==> src/rtl/sdram_seq_pkg.sv <==
`timescale 1ns/1ps
package sdram_seq_pkg;
  typedef enum logic [2:0] {
    CMD_NOP = 3'd0, CMD_PRE = 3'd1, CMD_ACT = 3'd2, CMD_RD = 3'd3,
    CMD_WR  = 3'd4, CMD_REF = 3'd5, CMD_LMR = 3'd6
  } sdCmd_e;

  typedef enum logic [1:0] {
    MUX_NONE = 2'd0, MUX_ROW = 2'd1, MUX_COL = 2'd2, MUX_MODE = 2'd3
  } muxSel_e;

  // Strobes from control to datapath
  typedef struct packed {
    sdCmd_e cmd;
    logic   allBanks;
    logic   clrSwPre;
    logic   clrSwRef;
    logic   clrSwLmr;
  } seqStrb_t;
endpackage

==> src/rtl/sdram_seq_dp.sv <==
`timescale 1ns/1ps
module sdram_seq_dp import sdram_seq_pkg::*; #(
  parameter int BANK_W = 2,
  parameter int ROW_W  = 13,
  parameter int MODE_W = 14,
  parameter int FLD_W  = 4,
  parameter int REG_W  = 24
) (
  input  logic              clk,
  input  logic              rstN,
  input  logic              regWe,
  input  logic [1:0]        regAddr,
  input  logic [REG_W-1:0]  regData,
  input  logic              reqBurst,
  input  logic [BANK_W-1:0] reqBank,
  input  logic [ROW_W-1:0]  reqRow,
  input  seqStrb_t          strb,
  output logic              gapOk,
  output logic              gapWrOk,
  output logic              bankOpen,
  output logic              rowHit,
  output logic              swPre,
  output logic              swRef,
  output logic              swLmr,
  output logic              capture,
  output logic              dataDrive,
  output logic [MODE_W-1:0] lmrCode,
  output logic              extMode
);
  localparam int BANKS   = 1 << BANK_W;
  localparam int CNT_W   = FLD_W + 1;
  localparam int SGL_W   = 6 * FLD_W;
  localparam int BST_W   = 4 * FLD_W;
  localparam int STB_BIT = 16;
  localparam logic [CNT_W-1:0] SINCE_MAX = '1;
  localparam logic [FLD_W-1:0] MODE_GAP  = FLD_W'(2);
  localparam logic [SGL_W-1:0] SGL_RST = {FLD_W'(6), FLD_W'(2), FLD_W'(2),
                                          FLD_W'(2), FLD_W'(2), FLD_W'(12)};
  localparam logic [BST_W-1:0] BST_RST = {FLD_W'(7), FLD_W'(11), FLD_W'(8), FLD_W'(8)};

  logic [SGL_W-1:0] sglReg;
  logic [BST_W-1:0] bstReg;
  logic             unlock;

  wire [FLD_W-1:0] rdGap  = sglReg[0*FLD_W +: FLD_W];
  wire [FLD_W-1:0] wrGap  = sglReg[1*FLD_W +: FLD_W];
  wire [FLD_W-1:0] casLat = sglReg[2*FLD_W +: FLD_W];
  wire [FLD_W-1:0] actGap = sglReg[3*FLD_W +: FLD_W];
  wire [FLD_W-1:0] preGap = sglReg[4*FLD_W +: FLD_W];
  wire [FLD_W-1:0] refGap = sglReg[5*FLD_W +: FLD_W];
  wire [FLD_W-1:0] bRdGap = bstReg[0*FLD_W +: FLD_W];
  wire [FLD_W-1:0] bWrGap = bstReg[1*FLD_W +: FLD_W];
  wire [FLD_W-1:0] bRdWr  = bstReg[2*FLD_W +: FLD_W];
  wire [FLD_W-1:0] lenM1  = bstReg[3*FLD_W +: FLD_W];

  wire ctlWr  = regWe && (regAddr == 2'd1);
  wire modeWr = regWe && (regAddr == 2'd0) && unlock;

  // Registers and software command requests
  always_ff @(posedge clk) begin
    if (!rstN) begin
      sglReg <= SGL_RST; bstReg <= BST_RST; unlock <= 1'b0; lmrCode <= '0;
      swPre <= 1'b0; swRef <= 1'b0; swLmr <= 1'b0;
    end else begin
      if (regWe && regAddr == 2'd2) sglReg <= regData[SGL_W-1:0];
      if (regWe && regAddr == 2'd3) bstReg <= regData[BST_W-1:0];
      if (ctlWr) unlock <= regData[REG_W-1];
      if (modeWr) lmrCode <= regData[MODE_W-1:0];
      swPre <= (swPre && !strb.clrSwPre) || (ctlWr && regData[1]);
      swRef <= (swRef && !strb.clrSwRef) || (ctlWr && regData[2]);
      swLmr <= (swLmr && !strb.clrSwLmr) || (modeWr && regData[STB_BIT]);
    end
  end
  assign extMode = (lmrCode[MODE_W-1 -: 2] == 2'b01);

  // Open-row table
  logic [BANKS-1:0] openV;
  logic [ROW_W-1:0] openRow [BANKS];
  logic [BANKS-1:0] hitVec;

  always_ff @(posedge clk) begin
    if (!rstN) openV <= '0;
    else if (strb.cmd == CMD_PRE) begin
      if (strb.allBanks) openV <= '0;
      else openV[reqBank] <= 1'b0;
    end else if (strb.cmd == CMD_ACT) openV[reqBank] <= 1'b1;
  end

  always_ff @(posedge clk) begin
    if (strb.cmd == CMD_ACT) openRow[reqBank] <= reqRow;
  end

  for (genvar b = 0; b < BANKS; b++) begin : g_hit
    assign hitVec[b] = openV[b] && (openRow[b] == reqRow);
  end
  assign bankOpen = openV[reqBank];
  assign rowHit   = hitVec[reqBank];

  // Command spacing
  logic [CNT_W-1:0] since;
  logic [FLD_W-1:0] gapGen, gapWr, nGen, nWr;

  always_comb begin
    nGen = '0; nWr = '0;
    unique case (strb.cmd)
      CMD_PRE: begin nGen = preGap;   nWr = preGap;   end
      CMD_ACT: begin nGen = actGap;   nWr = actGap;   end
      CMD_REF: begin nGen = refGap;   nWr = refGap;   end
      CMD_LMR: begin nGen = MODE_GAP; nWr = MODE_GAP; end
      CMD_RD:  begin nGen = reqBurst ? bRdGap : rdGap; nWr = reqBurst ? bRdWr : rdGap; end
      CMD_WR:  begin nGen = reqBurst ? bWrGap : wrGap; nWr = nGen; end
      default: ;
    endcase
  end

  always_ff @(posedge clk) begin
    if (!rstN) begin
      since <= SINCE_MAX; gapGen <= '0; gapWr <= '0;
    end else if (strb.cmd != CMD_NOP) begin
      since <= CNT_W'(1); gapGen <= nGen; gapWr <= nWr;
    end else if (since != SINCE_MAX) since <= since + 1'b1;
  end
  assign gapOk   = since >= {1'b0, gapGen};
  assign gapWrOk = since >= {1'b0, gapWr};

  // Read capture window
  logic [FLD_W-1:0] capWait;
  logic [FLD_W:0]   capLeft;

  always_ff @(posedge clk) begin
    if (!rstN) begin
      capWait <= '0; capLeft <= '0;
    end else if (strb.cmd == CMD_RD) begin
      capWait <= casLat - 1'b1;
      capLeft <= reqBurst ? {1'b0, lenM1} + 1'b1 : (FLD_W+1)'(1);
    end else if (capWait != '0) capWait <= capWait - 1'b1;
    else if (capLeft != '0) capLeft <= capLeft - 1'b1;
  end
  assign capture   = (capWait == '0) && (capLeft != '0);
  assign dataDrive = !((strb.cmd == CMD_RD) || (capLeft != '0));
endmodule

==> src/rtl/sdram_seq_ctl.sv <==
`timescale 1ns/1ps
module sdram_seq_ctl import sdram_seq_pkg::*; (
  input  logic     clk,
  input  logic     rstN,
  input  logic     reqValid,
  input  logic     reqWrite,
  input  logic     refPend,
  input  logic     gapOk,
  input  logic     gapWrOk,
  input  logic     bankOpen,
  input  logic     rowHit,
  input  logic     swPre,
  input  logic     swRef,
  input  logic     swLmr,
  output seqStrb_t strb,
  output muxSel_e  muxSel,
  output logic     ackOut,
  output logic     refAck
);
  typedef enum logic [2:0] {ST_IDLE, ST_PRE, ST_ACT, ST_RW, ST_REF} st_e;
  st_e st, nxt;

  always_ff @(posedge clk) begin
    if (!rstN) st <= ST_IDLE;
    else st <= nxt;
  end

  always_comb begin
    strb = '0; nxt = st; muxSel = MUX_NONE; ackOut = 1'b0; refAck = 1'b0;
    unique case (st)
      ST_IDLE: begin
        if (swPre || swRef || swLmr || refPend) begin
          if (gapOk) begin
            if (swPre) begin
              strb.cmd = CMD_PRE; strb.allBanks = 1'b1; strb.clrSwPre = 1'b1;
            end else if (swRef) begin
              strb.cmd = CMD_REF; strb.clrSwRef = 1'b1;
            end else if (swLmr) begin
              strb.cmd = CMD_LMR; strb.clrSwLmr = 1'b1; muxSel = MUX_MODE;
            end else begin
              strb.cmd = CMD_PRE; strb.allBanks = 1'b1; nxt = ST_REF;
            end
          end
        end else if (reqValid) begin
          nxt = rowHit ? ST_RW : (bankOpen ? ST_PRE : ST_ACT);
        end
      end
      ST_PRE: if (gapOk) begin strb.cmd = CMD_PRE; nxt = ST_ACT; end
      ST_ACT: if (gapOk) begin strb.cmd = CMD_ACT; muxSel = MUX_ROW; nxt = ST_RW; end
      ST_RW: if (reqWrite ? gapWrOk : gapOk) begin
        strb.cmd = reqWrite ? CMD_WR : CMD_RD; muxSel = MUX_COL; ackOut = 1'b1; nxt = ST_IDLE;
      end
      ST_REF: if (gapOk) begin strb.cmd = CMD_REF; refAck = 1'b1; nxt = ST_IDLE; end
      default: nxt = ST_IDLE;
    endcase
  end
endmodule

==> src/rtl/sdram_cmd_seq.sv <==
`timescale 1ns/1ps
module sdram_cmd_seq import sdram_seq_pkg::*; #(
  parameter int BANK_W = 2,
  parameter int ROW_W  = 13,
  parameter int MODE_W = 14,
  parameter int FLD_W  = 4,
  parameter int REG_W  = 24
) (
  input  logic              clk,
  input  logic              rstN,
  input  logic              regWe,
  input  logic [1:0]        regAddr,
  input  logic [REG_W-1:0]  regData,
  input  logic              reqValid,
  input  logic              reqWrite,
  input  logic              reqBurst,
  input  logic [BANK_W-1:0] reqBank,
  input  logic [ROW_W-1:0]  reqRow,
  output logic              ackOut,
  input  logic              refPend,
  output logic              refAck,
  output logic [2:0]        cmdOut,
  output logic [BANK_W-1:0] cmdBank,
  output logic [1:0]        muxSel,
  output logic              preAll,
  output logic [MODE_W-1:0] lmrCode,
  output logic              extMode,
  output logic              capture,
  output logic              dataDrive
);
  seqStrb_t strb;
  muxSel_e  muxSelE;
  logic gapOk, gapWrOk, bankOpen, rowHit, swPre, swRef, swLmr;

  sdram_seq_ctl ctl_i (
    .clk, .rstN, .reqValid, .reqWrite, .refPend, .gapOk, .gapWrOk,
    .bankOpen, .rowHit, .swPre, .swRef, .swLmr,
    .strb, .muxSel(muxSelE), .ackOut, .refAck
  );

  sdram_seq_dp #(.BANK_W(BANK_W), .ROW_W(ROW_W), .MODE_W(MODE_W),
                 .FLD_W(FLD_W), .REG_W(REG_W)) dp_i (
    .clk, .rstN, .regWe, .regAddr, .regData, .reqBurst, .reqBank, .reqRow,
    .strb, .gapOk, .gapWrOk, .bankOpen, .rowHit, .swPre, .swRef, .swLmr,
    .capture, .dataDrive, .lmrCode, .extMode
  );

  assign cmdOut  = strb.cmd;
  assign cmdBank = reqBank;
  assign muxSel  = muxSelE;
  assign preAll  = (strb.cmd == CMD_PRE) && strb.allBanks;
endmodule

==> config.mk <==
export PLATFORM = sky130hd
export DESIGN_NAME = sdram_cmd_seq
export DESIGN_NICKNAME = d
export VERILOG_FILES = /design/src/rtl/sdram_seq_pkg.sv /design/src/rtl/sdram_seq_dp.sv /design/src/rtl/sdram_seq_ctl.sv /design/src/rtl/sdram_cmd_seq.sv
export SDC_FILE = /design/constraint.sdc
export NUM_CORES = 1
export LEC_CHECK = 0
export ABC_AREA = 1
export CORE_MARGIN = 2
export CORE_UTILIZATION = 45
export CTS_BUF_LIST = sky130_fd_sc_hd__clkbuf_16
export DETAILED_ROUTE_END_ITERATION = 16
export DONT_BUFFER_PORTS = 1
export GPL_TIMING_DRIVEN = 0
export SLEW_MARGIN = 15
export SYNTH_ARGS = -nofsm -noshare
export SYNTH_HDL_FRONTEND = slang
export SYNTH_HIERARCHICAL = 1
export SYNTH_SLANG_ARGS = --single-unit
==> constraint.sdc <==
create_clock -name clk -period 5.9 [get_ports clk]
set_clock_uncertainty 0.15 [all_clocks]
set_input_delay 0.59 -clock clk [delete_from_list [all_inputs] [get_ports clk]]
set_output_delay 0.59 -clock clk [all_outputs]
set_load 0.02 [all_outputs]
After elaboration in Yosys (flattened, before gate mapping)

Memories as Yosys holds them, arrays and structs flattened.
Cells that the tools add are included.

Bits in registers: 87
Memories: 1
Output and inout port bits: 27
Memory bits (writable): 52

Add/subtract/negate cells: 5
Bitwise gates (word level): 4
Equal/unequal tests: 29
Muxes and demuxes: 69
Reductions and logical operators: 42
Magnitude comparators: 4

Memories:

| memory       | words | width | read ports | clocked after Yosys merged registers in | write ports | RTL line           | source |
|---|---|---|---|---|---|---|---|
| dp_i.openRow | 4     | 13    | 4          | 0                                       | 1           | sdram_seq_dp.sv:78 | `logic [ROW_W-1:0] openRow [BANKS];` |

Operators with widths:

| operator                                                           | count |
|---|---|
| 13-bit == test                                                     | 4 |
| 3-bit 2-to-1 mux                                                   | 16 |
| 4-bit case mux with 6 select lines                                 | 2 |
| 4-bit 2-to-1 mux                                                   | 10 |
| 5-bit 2-to-1 mux                                                   | 6 |
| 3-bit case mux with 5 select lines                                 | 2 |
| 1-bit logical AND                                                  | 18 |
| 1-bit 2-to-1 mux                                                   | 18 |
| 2-bit 2-to-1 mux                                                   | 9 |
| 7-bit 2-to-1 mux                                                   | 2 |
| 3-bit by 2-bit == test with 1-bit output, second input constant    | 4 |
| 3-bit == test, second input constant                               | 4 |
| 5-bit by 4-bit >= comparator with 1-bit output                     | 2 |
| 2-bit by 1-bit != test with 1-bit output, second input constant    | 5 |
| 3-bit != test, second input constant                               | 3 |
| 9-bit AND reduction                                                | 1 |
| 2-bit nonzero test                                                 | 4 |
| 4-bit by 1-bit subtractor with 4-bit output, second input constant | 2 |
| 1-bit logical OR                                                   | 7 |
| 3-bit by 1-bit == test with 1-bit output, second input constant    | 2 |
| 3-bit by 2-bit != test with 1-bit output, second input constant    | 2 |
| 2-bit case mux with 3 select lines                                 | 1 |
| 4-bit by 1-bit adder with 5-bit output, second input constant      | 1 |
| 5-bit by 1-bit adder with 5-bit output, second input constant      | 1 |
| other kinds (21)                                                   | 27 |

Logic depth before layout (Yosys ltp)

Gate-level depths: netlist of run 1.

Depth in word-level cells: 9
Gate-level depth with buffers: 21
Depth with buffers taken out: 21

Modules after synthesis

Netlist of run 1, hierarchy kept.

By module, submodules not included:

| module        | instances | area each (um2) | cells an instance | sequential area each (um2) |
|---|---|---|---|---|
| sdram_seq_dp  | 1         | 6,346.1         | 846               | 3,243.1 |
| sdram_seq_ctl | 1         | 415.4           | 75                | 60.1 |
| sdram_cmd_seq | 1         | 36.3            | 7                 | 0.0 |

Worst setup path before layout of run 1

Ideal clock, no wire load.

Path type: flip-flop to output port
Start: reg dp_i.since[0]
End: out dataDrive
Cell stages (with the launch flop): 14
Slack: 1.868 ns
Required time: 5.160 ns
Arrival time: 3.292 ns
Cells stage by stage: dfxtp_1 inv_1 ha_1 o21a_1 o21a_1 o21ai_0 nand2_1 nand2_1 o311ai_0 inv_2 nand3_2 inv_2 buf_2 nor2_1

Word-level cells in the longest chain between the ends: 7
Elaborated cells on any way between the ends: 13

Ends and longest elaborated chain:

| element                                        | RTL line            | source |
|---|---|---|
| from (decl)                                    | sdram_seq_dp.sv:100 | `logic [CNT_W-1:0] since;` |
| from (signal assigned)                         | sdram_seq_dp.sv:121 | `end else if (since != SINCE_MAX) since <= since + 1'b1;` |
| 5-bit by 4-bit >= comparator with 1-bit output | sdram_seq_dp.sv:124 | `assign gapWrOk = since >= {1'b0, gapWr};` |
| via gapWrOk                                    | sdram_cmd_seq.sv:33 | `logic gapOk, gapWrOk, bankOpen, rowHit, swPre, swRef, swLmr;` |
| 1-bit 2-to-1 mux                               | sdram_seq_ctl.sv:50 | `ST_RW: if (reqWrite ? gapWrOk : gapOk) begin` |
| 3-bit 2-to-1 mux                               | sdram_seq_ctl.sv:50 |  |
| 3-bit case mux with 5 select lines             | sdram_seq_ctl.sv:30 | `unique case (st)` |
| via cmdOut[2]                                  | sdram_cmd_seq.sv:22 | `output logic [2:0] cmdOut,` |
| 3-bit by 2-bit == test with 1-bit output       | sdram_seq_dp.sv:140 | `assign dataDrive = !((strb.cmd == CMD_RD) \|\| (capLeft != '0));` |
| 1-bit logical OR                               | sdram_seq_dp.sv:140 |  |
| 1-bit logical NOT                              | sdram_seq_dp.sv:140 |  |
| to (decl)                                      | sdram_cmd_seq.sv:29 | `output logic dataDrive` |

The timed path passes the listed nets, and every way through them passes these cells.

Final worst setup path of run 1

Start: reg dp_i.since[0]
End: out dataDrive

Word-level cells in the longest chain between the ends: 7
Elaborated cells on any way between the ends: 13

Ends and longest elaborated chain:

| element                                                     | RTL line                                 | source |
|---|---|---|
| 5-bit by 4-bit >= comparator with 1-bit output *            | sdram_seq_dp.sv:123                      | `assign gapOk = since >= {1'b0, gapGen};` |
| via gapOk                                                   | sdram_cmd_seq.sv:33                      |  |
| 1-bit 2-to-1 mux / 7-bit 2-to-1 mux (equally long branches) | sdram_seq_ctl.sv:50, sdram_seq_ctl.sv:33 |  |
| 3-bit 2-to-1 mux / 7-bit 2-to-1 mux (equally long branches) | sdram_seq_ctl.sv:50, sdram_seq_ctl.sv:32 |  |
| 3-bit case mux with 5 select lines *                        | sdram_seq_ctl.sv:30                      |  |
| via cmdOut[0]                                               | sdram_cmd_seq.sv:22                      |  |
| 3-bit by 2-bit == test with 1-bit output *                  | sdram_seq_dp.sv:140                      |  |
| 1-bit logical OR *                                          | sdram_seq_dp.sv:140                      |  |
| 1-bit logical NOT *                                         | sdram_seq_dp.sv:140                      |  |

The timed path passes the listed nets; every way through them passes the cells marked *.

==> flow_summary.toml, run 1 <==
[status]
status = "completed"

[setup_path]
start_kind = "flip-flop"
critPathSlowestCell = "o2111ai_1"
worstReg2RegStart = "dp_i/since[0]$_SDFFE_PP1N_"
cp_max_fo = 10
critPathRequiredTime_ps = 5160
r2r-end = "dp_i/openRow[3][2]$_DFFE_PP_"
critical-path-max-stage-delay_ps = 610
cp.arrival_ps = 4010
path_delay_family = "simple AND/OR/NAND/NOR gates"
crit_path_frequent_cell = "inv_1"
crit_type = "reg2out"
rr_worst_depth = 13
cp-end-kind = "primary output"
reg2reg_slack_ps = 1360
path_cells = "inv_1 > ha_1 > o21a_1 > o21a_1 > o21ai_0 > nand2_1 > inv_1 > nor2_1 > inv_1 > o2111ai_1 > nand3_2 > inv_2 > buf_2 > nor2_1"
crit_buf_inv = 5

[pwr]
power_density_nw_per_um2 = 432
leakage_nw = 3.51
vdd_drop_max_uv = 196

[timing]
fin_crit_ps = 4750
setup_violations = 0
slew_violations = 0
rsz0062_at_grt = "no"
hold_viol_final = 0
finalWorstSetupSlack_ps = 1150
tightest_slew_ps = 1250
relSlewSlack_pct = 16.5
fmax_mhz = 211
finalCritPeriodShare_pct = 80.5
fin_setup_tns_ps = 0

[die]
dieArea_sq_um = 16100
core_sq_um = 14600
io_pins = 75
initial_utilization_pct = 46.4
die_x_microns = 127
die_y_microns = 127
rows = 44

[drt]
antenna_left = 0
avgViaCountPerCell = 5.11
wl_per_cell_microns = 14.9
drtIter0Drc = 377
drc = 0
drt_first_pass_iters = 5
num_vias = 5846
routed_wirelength_mm = 17.1

[global_route]
grt_pass1_vias = 5544
grt_remaining_overflow = 0
grt_usage_pct = 22.2
grt_pass1_wl_mm = 27.9
grt_max_degree = 17
antenna_found_initial = 0

[cells_and_area]
final_common_cell = "nand2_1"
final_layout_size_suffix_gt1_share_pct = 8.74
final_cell_mix = "nand2_1, nor2_1, inv_1"
num_antenna_cells = 0
syn_to_final_growth_pct = 13.3
fin_nets = 1009
final_cell_area_sq_um = 7700
fill_cells = 1444

[synth]
ys_types = 38
syn-num-nets = 989
synth_area_leader_cell = "dfxtp_1"
yosysWarnings = 6
synth_area_per_cell_sq_um = 7.33
synth_cells = 928
synth_area_leaders = "dfxtp_1, edfxtp_1, nand2_1"
synth_top_area_share_pct = 25.6
synth-seq-area-share_pct = 48.6
synth_area_sq_um = 6800
synth-seq-cells = 139

[flow_run]
drv_cap = 0

[cts]
path_clk_slew_ps = 60
cts_made_buffers = 17
insertion_delay_ps = 420
clk_path_buf_depth = 2
htree_levels = 4
cts-root-buf = "clkbuf_16"
cts_num_sinks = 139
cts_tree = "done"
cts_setup_buffers = 0
cts-resized-gates = 0
cts_hold_buf = 0

[placement]
gp_congestion = 0.892
port_buffers = 0
dpl.hpwl_mm = 12.5
place_ws_ps = 1410
placed_area_sq_um = 7050

[worst_hold_path]
min_path_type = "in2reg"
holdPathStages = 0
whs_endpoint = "dp_i/openRow[0][8]$_DFFE_PP_"
hold_start = "reqRow[8]"
[worst reg2reg max path, delay by kind of cell, from the launching register on]
family	cells	cell delay, ps
simple gates	5	1790
buf+inv	3	440
flops	1	360
fa+ha+maj	1	300
compound gates	4	1100
[area by class of cell]
cell class / count / area, sq um / area share (%)
Timing Repair Buffer: 1 / 7.51 / 0.0974
Clock inverter: 11 / 126 / 1.64
Sequential cell: 139 / 3300 / 42.9
Tap cell: 184 / 230 / 2.99
Buffer: 21 / 92.6 / 1.20
Clock buffer: 21 / 526 / 6.82
Inverter: 144 / 543 / 7.05
Multi-Input combinational cell: 624 / 2880 / 37.3
[report_power, final]
group | internal [mW] | total [mW] | switching (mW)
clock network | 0.726 | 1.14 | 0.419
logic | 0.315 | 0.980 | 0.666
registers | 1.12 | 1.20 | 0.0802
[stage by stage]
stage	util [%]	total power, mW	hold slack, ps	instances
3_3_place_gp	48.0	2.18	285	1112
3_5_place_dp	48.2	2.20	289	1113
4_1_cts	52.6	3.35	101	1145
6_report	52.6	3.33	116	1145
5_1_grt	52.6	3.54	90.1	1145
2_1_floorplan	-	1.97	274	928
[how the worst max path moves through the flow]
stage / depth (start not counted) / slack, ps / from / endpoint
2_1_floorplan: 13 / 1870 / dp_i/since[0]$_SDFFE_PP1N_ / dataDrive
3_3_place_gp: 13 / 1020 / dp_i/since[0]$_SDFFE_PP1N_ / dp_i/openRow[3][1]$_DFFE_PP_
3_5_place_dp: 13 / 1410 / dp_i/since[0]$_SDFFE_PP1N_ / dp_i/openRow[3][0]$_DFFE_PP_
4_1_cts: 14 / 1130 / dp_i/since[0]$_SDFFE_PP1N_ / dataDrive
5_1_grt: 14 / 900 / dp_i/since[0]$_SDFFE_PP1N_ / dataDrive
6_report: 14 / 1150 / dp_i/since[0]$_SDFFE_PP1N_ / dataDrive
[flip-flops by register name (all words and copies together), names as in the netlist]
name and cells:
dp_i/openRow 52, dp_i/sglReg 24, dp_i/bstReg 16, dp_i/lmrCode 14, dp_i/capLeft 5, dp_i/since 5, dp_i/capWait 4, dp_i/gapGen 4
dp_i/gapWr 4, dp_i/openV 4, ctl_i/st 3, dp_i/swLmr 1, dp_i/swPre 1, dp_i/swRef 1, dp_i/unlock 1
[cell usage after synthesis (all sizes together)]
library cell	count
nand2	267
inv	142
nor2	135
dfxtp	87
o21ai	81
edfxtp	52
nand3	51
a21oi	32
clkbuf	16
ha	13
nor3	8
xnor2	7
nand4	6
buf	5
o21a	5
a31oi	4
o22ai	4
o211ai	3
clkinv	2
a21boi	1
a22oi	1
nand3b	1
nor4	1
o2111ai	1
o311ai	1
or2	1
xor2	1
[routing by layer]
metal	share of wire, %	global-route usage, %
met1	44	27.1
met3	5.9	6.92
met2	49	37.9
met4	1.4	6.72
met5	0	0
[cell families (layout without fill, tap and decap cells)]
kind of cell	count (synthesis)	after routing	share of synthesized area, %
compound gates	133	133	10.5
xor+xnor	8	8	1.03
fa+ha+maj	13	13	2.39
buf+inv	165	198	9.35
flops	139	139	48.6
simple gates	470	470	28.2
(Power assumes the default switching activity.)
==> inputs of run 2 (changes only) <==
clock period = 3.85 ns   (was 5.9 ns; I/O delays follow)
==> run 2 against run 1 <==
Against the previous run:
- the flow now finishes with violations (hold timing)
- first-iteration DRC count shrank 13%
- die area stayed put
- critical path depth unchanged
- sequential cell count did not move
- total power up 58%
- count of clock-buffer cells in the layout is the same
- final cell count up 3.3%
==> flow_summary.toml, run 2 (synthesis results as in run 1) <==
[worst_hold_path]
hold_start = "regData[8]"
whs_endpoint = "dp_i/lmrCode[8]$_SDFFE_PN0N_"
holdPathStages = 2
min_path_type = "in2reg"

[cells_and_area]
reg_top3 = "dp_i/openRow: 52 flops, dp_i/sglReg: 24 flops, dp_i/bstReg: 16 flops"
final_common_cell = "nand2_1"
fin_util_pct = 56.0
final_cell_mix = "nand2_1, nor2_1, inv_1"
largest_register = "dp_i/openRow"
final_layout_size_suffix_gt1_share_pct = 9.41
fin_nets = 1047
final_cell_area_sq_um = 8200
num_antenna_cells = 0
syn_to_final_growth_pct = 20.7
largest_reg_flops = 52

[die]
io_pins = 75
rows = 44
core_sq_um = 14600
dieArea_sq_um = 16100
initial_utilization_pct = 46.4
die_x_microns = 127
die_y_microns = 127

[pwr]
seqPwrFrac_pct = 35.1
p_sw_share_pct = 35.4
p_comb_share_pct = 31.4
vdd_drop_max_uv = 303
p_int_mw = 3.39
pwr-share-clk_pct = 33.5
leakage_nw = 3.70
power_density_nw_per_um2 = 640
switchingPower_mw = 1.86

[setup_path]
worstReg2RegStart = "dp_i/since[0]$_SDFFE_PP1N_"
rr_worst_depth = 14
cp_max_fo = 10
cp.arrival_ps = 3130
start_kind = "flip-flop"
reg2reg_slack_ps = 310
cp-end-kind = "primary output"
critPathRequiredTime_ps = 3310
crit_type = "reg2out"
r2r-end = "dp_i/openRow[0][6]$_DFFE_PP_"

[status]
violations = "hold timing"
status = "finished with violations"

[timing]
fin_crit_ps = 3670
rsz0062_at_grt = "no"
tightest_slew_ps = 738
whs_ps = -1.03
relSlewSlack_pct = 50.6
fmax_mhz = 273
setup_violations = 0
slew_violations = 0
finalCritPeriodShare_pct = 95.3
fin_setup_tns_ps = 0
hold_viol_final = 1

[cts]
clk_path_buf_depth = 2
cts_made_buffers = 17
cts-root-buf = "clkbuf_16"
cts_tree = "done"
cts_num_sinks = 139
insertion_delay_ps = 420
path_clk_slew_ps = 60
htree_levels = 4

[drt]
wl_per_cell_microns = 15.1
drt_first_pass_iters = 5
drc = 0
routed_wirelength_mm = 17.8
num_vias = 5979
avgViaCountPerCell = 5.05
antenna_left = 0
drtIter0Drc = 328

[placement]
port_buffers = 0
gp_congestion = 0.892
dpl.hpwl_mm = 12.5
placed_area_sq_um = 7050

[global_route]
antenna_found_initial = 0
grt_max_degree = 17
grt_usage_pct = 23.0
grt_pass1_wl_mm = 28.8
grt_remaining_overflow = 0
grt_pass1_vias = 5728

[flow_run]
drv_cap = 0
## run 2: cell count changes in the layout (fill, tap and decap cells not counted), sizes merged
cell | before | now
buf | 6 | 10
dlygate4sd3 | 0 | 34
## run 2: layout make-up
| type | instances | area [sq um] |
|---|---|---|
| Sequential cell | 139 | 3300 |
| Timing Repair Buffer | 39 | 428 |
| Multi-Input combinational cell | 624 | 2950 |
| Buffer | 21 | 95.1 |
| Tap cell | 184 | 230 |
| Clock inverter | 11 | 126 |
| Fill cell | 1388 | 6440 |
| Inverter | 144 | 548 |
| Clock buffer | 21 | 526 |
## run 2: critical path: stages (launching register included)
cell       delay, ps
dfxtp_1          360
inv_1             90
ha_1             300
o21a_1           190
o21a_1           170
o21ai_1          140
nand2_2          140
inv_4            140
nor2_4            80
inv_1            130
o2111ai_4        300
nand3_4          200
inv_2             60
buf_4            180
nor2_2           250
## run 2: power groups by stage
| stage | combinational [mW] | sequential (mW) | clock, mW |
|---|---|---|---|
| finish | 1.65 | 1.84 | 1.76 |
| global route | 1.87 | 1.86 | 1.84 |
| CTS | 1.58 | 1.84 | 1.78 |
| detailed placement | 1.50 | 1.87 | 0 |
| global placement | 1.47 | 1.87 | 0 |
| floorplan | 1.19 | 1.84 | 0 |
## run 2: repair_timing
| action | in CTS | in global routing |
|---|---|---|
| hold endpoints to repair | 91 | 1 |
| setup endpoints to repair | 70 | 54 |
| setup buffers | 0 | 4 |
| pin swaps | 0 | 7 |
| gates resized for setup | 7 | 11 |
| hold buffers | 33 | 1 |
## run 2: through the flow
step                total power [mW]  setup slack [ps]  cells
finish                          5.25               183   1183
global route                    5.57              9.78   1183
CTS                             5.20              -118   1178
detailed placement              3.37              -643   1113
global placement                3.34             -1030   1112
floorplan                       3.02              22.6    928
## run 2: how the worst max path moves through the flow
stage	start	endpoint	slack, ps	depth (start not counted)
floorplan	dp_i/since[0]$_SDFFE_PP1N_	dataDrive	20	13
global placement	dp_i/since[0]$_SDFFE_PP1N_	dp_i/openRow[3][1]$_DFFE_PP_	-1030	13
detailed placement	dp_i/since[0]$_SDFFE_PP1N_	dp_i/openRow[3][0]$_DFFE_PP_	-640	13
CTS	dp_i/since[0]$_SDFFE_PP1N_	dp_i/openRow[3][6]$_DFFE_PP_	-120	13
global route	dp_i/since[0]$_SDFFE_PP1N_	dataDrive	10	14
finish	dp_i/since[0]$_SDFFE_PP1N_	dataDrive	180	14
## run 2: layer usage
layer | track usage, % | vias to the layer above | wire (microns)
met1 | 28.1 | 2729 | 7950
met3 | 5.74 | 25 | 1020
li1 | - | 3071 | -
met4 | 8.02 | 0 | 335
met2 | 39.5 | 154 | 8530
met5 | 0 | - | 0
==> inputs of run 3 (changes only) <==
SKIP_LAST_GASP = 1   (was default)
clock period = 3.6 ns   (was 3.85 ns; I/O delays follow)
==> run 3 against run 2 <==
Against the previous run:
- the run now ends clean
- design area down 0.78%
- routed wire length down 2.3%
- setup slack worse by 17 ps
- register-to-register slack worse by 60 ps
- clock power down 6%
- count of clock-buffer cells in the layout down 4
- core utilization down 0.44 points
- sequential cell count unchanged
- worst hold slack better by 16 ps
- global-route usage down 0.46 points
- critical path depth down 2
- combinational power up 8%
- critical path type unchanged
- largest cell class unchanged
- largest power group unchanged
- highest routed layer unchanged
==> flow_summary.toml, run 3 (synthesis results as in run 1) <==
[setup_path]
rr_worst_depth = 13
startpoint = "dp_i/since[0]$_SDFFE_PP1N_"
r2r-end = "dp_i/openRow[3][5]$_DFFE_PP_"
cp.arrival_ps = 2920
critical-path-max-stage-delay_ps = 350
reg2reg_slack_ps = 250
critPathRequiredTime_ps = 3090
path_cells = "inv_1 > ha_1 > o21a_1 > o21a_1 > o21ai_1 > nand2_2 > buf_4 > nand3_1 > nand3_2 > nand3_4 > inv_4 > nor2_4"
start_kind = "flip-flop"
crit_path_frequent_cell = "o21a_1"
worstReg2RegStart = "dp_i/since[0]$_SDFFE_PP1N_"
cp_max_fo = 12
critPathSlowestCell = "dfxtp_1"
crit_path_end = "dataDrive"
crit_type = "reg2out"
cp-end-kind = "primary output"

[cts]
cts_num_sinks = 139
cts_made_buffers = 17
clk_path_buf_depth = 2
htree_levels = 4
path_clk_slew_ps = 60
cts_tree = "done"
cts-root-buf = "clkbuf_16"
insertion_delay_ps = 420

[timing]
fin_setup_tns_ps = 0
tightest_slew_ps = 730
slew_violations = 0
relSlewSlack_pct = 51.1
fmax_mhz = 291
setup_violations = 0
finalCritPeriodShare_pct = 95.4
hold_viol_final = 0
fin_crit_ps = 3430

[drt]
drtIter0Drc = 369
routed_wirelength_mm = 17.4
drt_first_pass_iters = 5
wl_per_cell_microns = 14.7
antenna_left = 0
num_vias = 5902
drc = 0
avgViaCountPerCell = 4.98

[global_route]
antenna_found_initial = 0
grt_pass1_wl_mm = 28.4
grt_max_degree = 17
grt_usage_pct = 22.5
grt_remaining_overflow = 0
grt_pass1_vias = 5545

[pwr]
vdd_drop_max_uv = 339
power_density_nw_per_um2 = 666
leakage_nw = 3.67

[die]
io_pins = 75
dieArea_sq_um = 16100
initial_utilization_pct = 46.4
die_x_microns = 127
core_sq_um = 14600
rows = 44
die_y_microns = 127

[worst_hold_path]
min_path_type = "in2reg"

[placement]
gp_congestion = 0.878
placed_area_sq_um = 7050
dpl.hpwl_mm = 12.3
port_buffers = 0
place_inst = 1112

[cells_and_area]
final_common_cell = "nand2_1"
largest_register = "dp_i/openRow"
largest_reg_flops = 52
syn_to_final_growth_pct = 19.7
num_antenna_cells = 0
final_cell_mix = "nand2_1, nor2_1, inv_1"
final_cell_area_sq_um = 8140
reg_top3 = "dp_i/openRow: 52 flops, dp_i/sglReg: 24 flops, dp_i/bstReg: 16 flops"
final_layout_size_suffix_gt1_share_pct = 9.59
fin_cells = 1185
fin_nets = 1049

[status]
status = "completed"

[flow_run]
drv_cap = 0
## run 3: worst min path at each step
stage / cells after the start / to / start / slack [ps]
global placement: 2 / dp_i/sglReg[7]$_SDFFE_PN0P_ / dp_i/sglReg[7]$_SDFFE_PN0P_ / 280
CTS: 2 / dp_i/openV[3]$_SDFFE_PN0P_ / reqBank[1] / 3
finish: 2 / dp_i/openV[3]$_SDFFE_PN0P_ / reqBank[1] / 20
detailed placement: 2 / dp_i/sglReg[3]$_SDFFE_PN1P_ / dp_i/sglReg[3]$_SDFFE_PN1P_ / 290
floorplan: 2 / dp_i/sglReg[7]$_SDFFE_PN0P_ / dp_i/sglReg[7]$_SDFFE_PN0P_ / 270
global route: 2 / dp_i/sglReg[1]$_SDFFE_PN0P_ / regData[1] / 20
## run 3: layout make-up
type	count	area (sq um)
fillers	1416	6500
flip-flops and latches	139	3300
multi-input cells	624	2960
inverters	144	548
repair buffers	42	455
clock buffers	17	425
well taps	184	230
clock inverters	15	133
plain buffers	20	87.6
## run 3: metrics by stage
step	utilization, %	hold slack, ps	total power, mW	worst slack [ps]
2_1_floorplan	-	274	3.23	-141
3_3_place_gp	48.0	285	3.58	-1250
3_5_place_dp	48.1	293	3.60	-896
4_1_cts	55.4	2.83	5.40	-151
5_1_grt	55.6	24.3	5.76	-4.27
6_report	55.6	15.2	5.42	165
## run 3: worst max-delay path, delay by kind of cell, from the launching register on
kind	cells	cell delay [ps]
flops	1	350
compound gates	3	480
buf+inv	3	360
fa+ha+maj	1	290
simple gates	5	1000
## run 3: layer usage
metal	vias up	track usage [%]	share of wire, %
met5	-	0	0
met1	2669	28.8	46
met2	139	38.4	48
met4	0	7.63	1.2
li1	3076	-	-
met3	18	4.18	4.7
## run 3: what timing repair did
item | CTS | global route
setup buffers | 5 | 1
hold buffers | 36 | 0
resized for setup | 13 | 9
pin swaps | 4 | 4
endpoints found under the hold margin | 100 | 0
setup endpoints to repair | 78 | 70
## run 3: power by group
| group | switching, mW | leakage (nW) | internal [mW] |
|---|---|---|---|
| logic | 1.18 | 2.21 | 0.608 |
| clock network | 0.657 | 0.281 | 1.00 |
| registers | 0.129 | 1.18 | 1.84 |
| total | 1.97 | 3.67 | 3.45 |
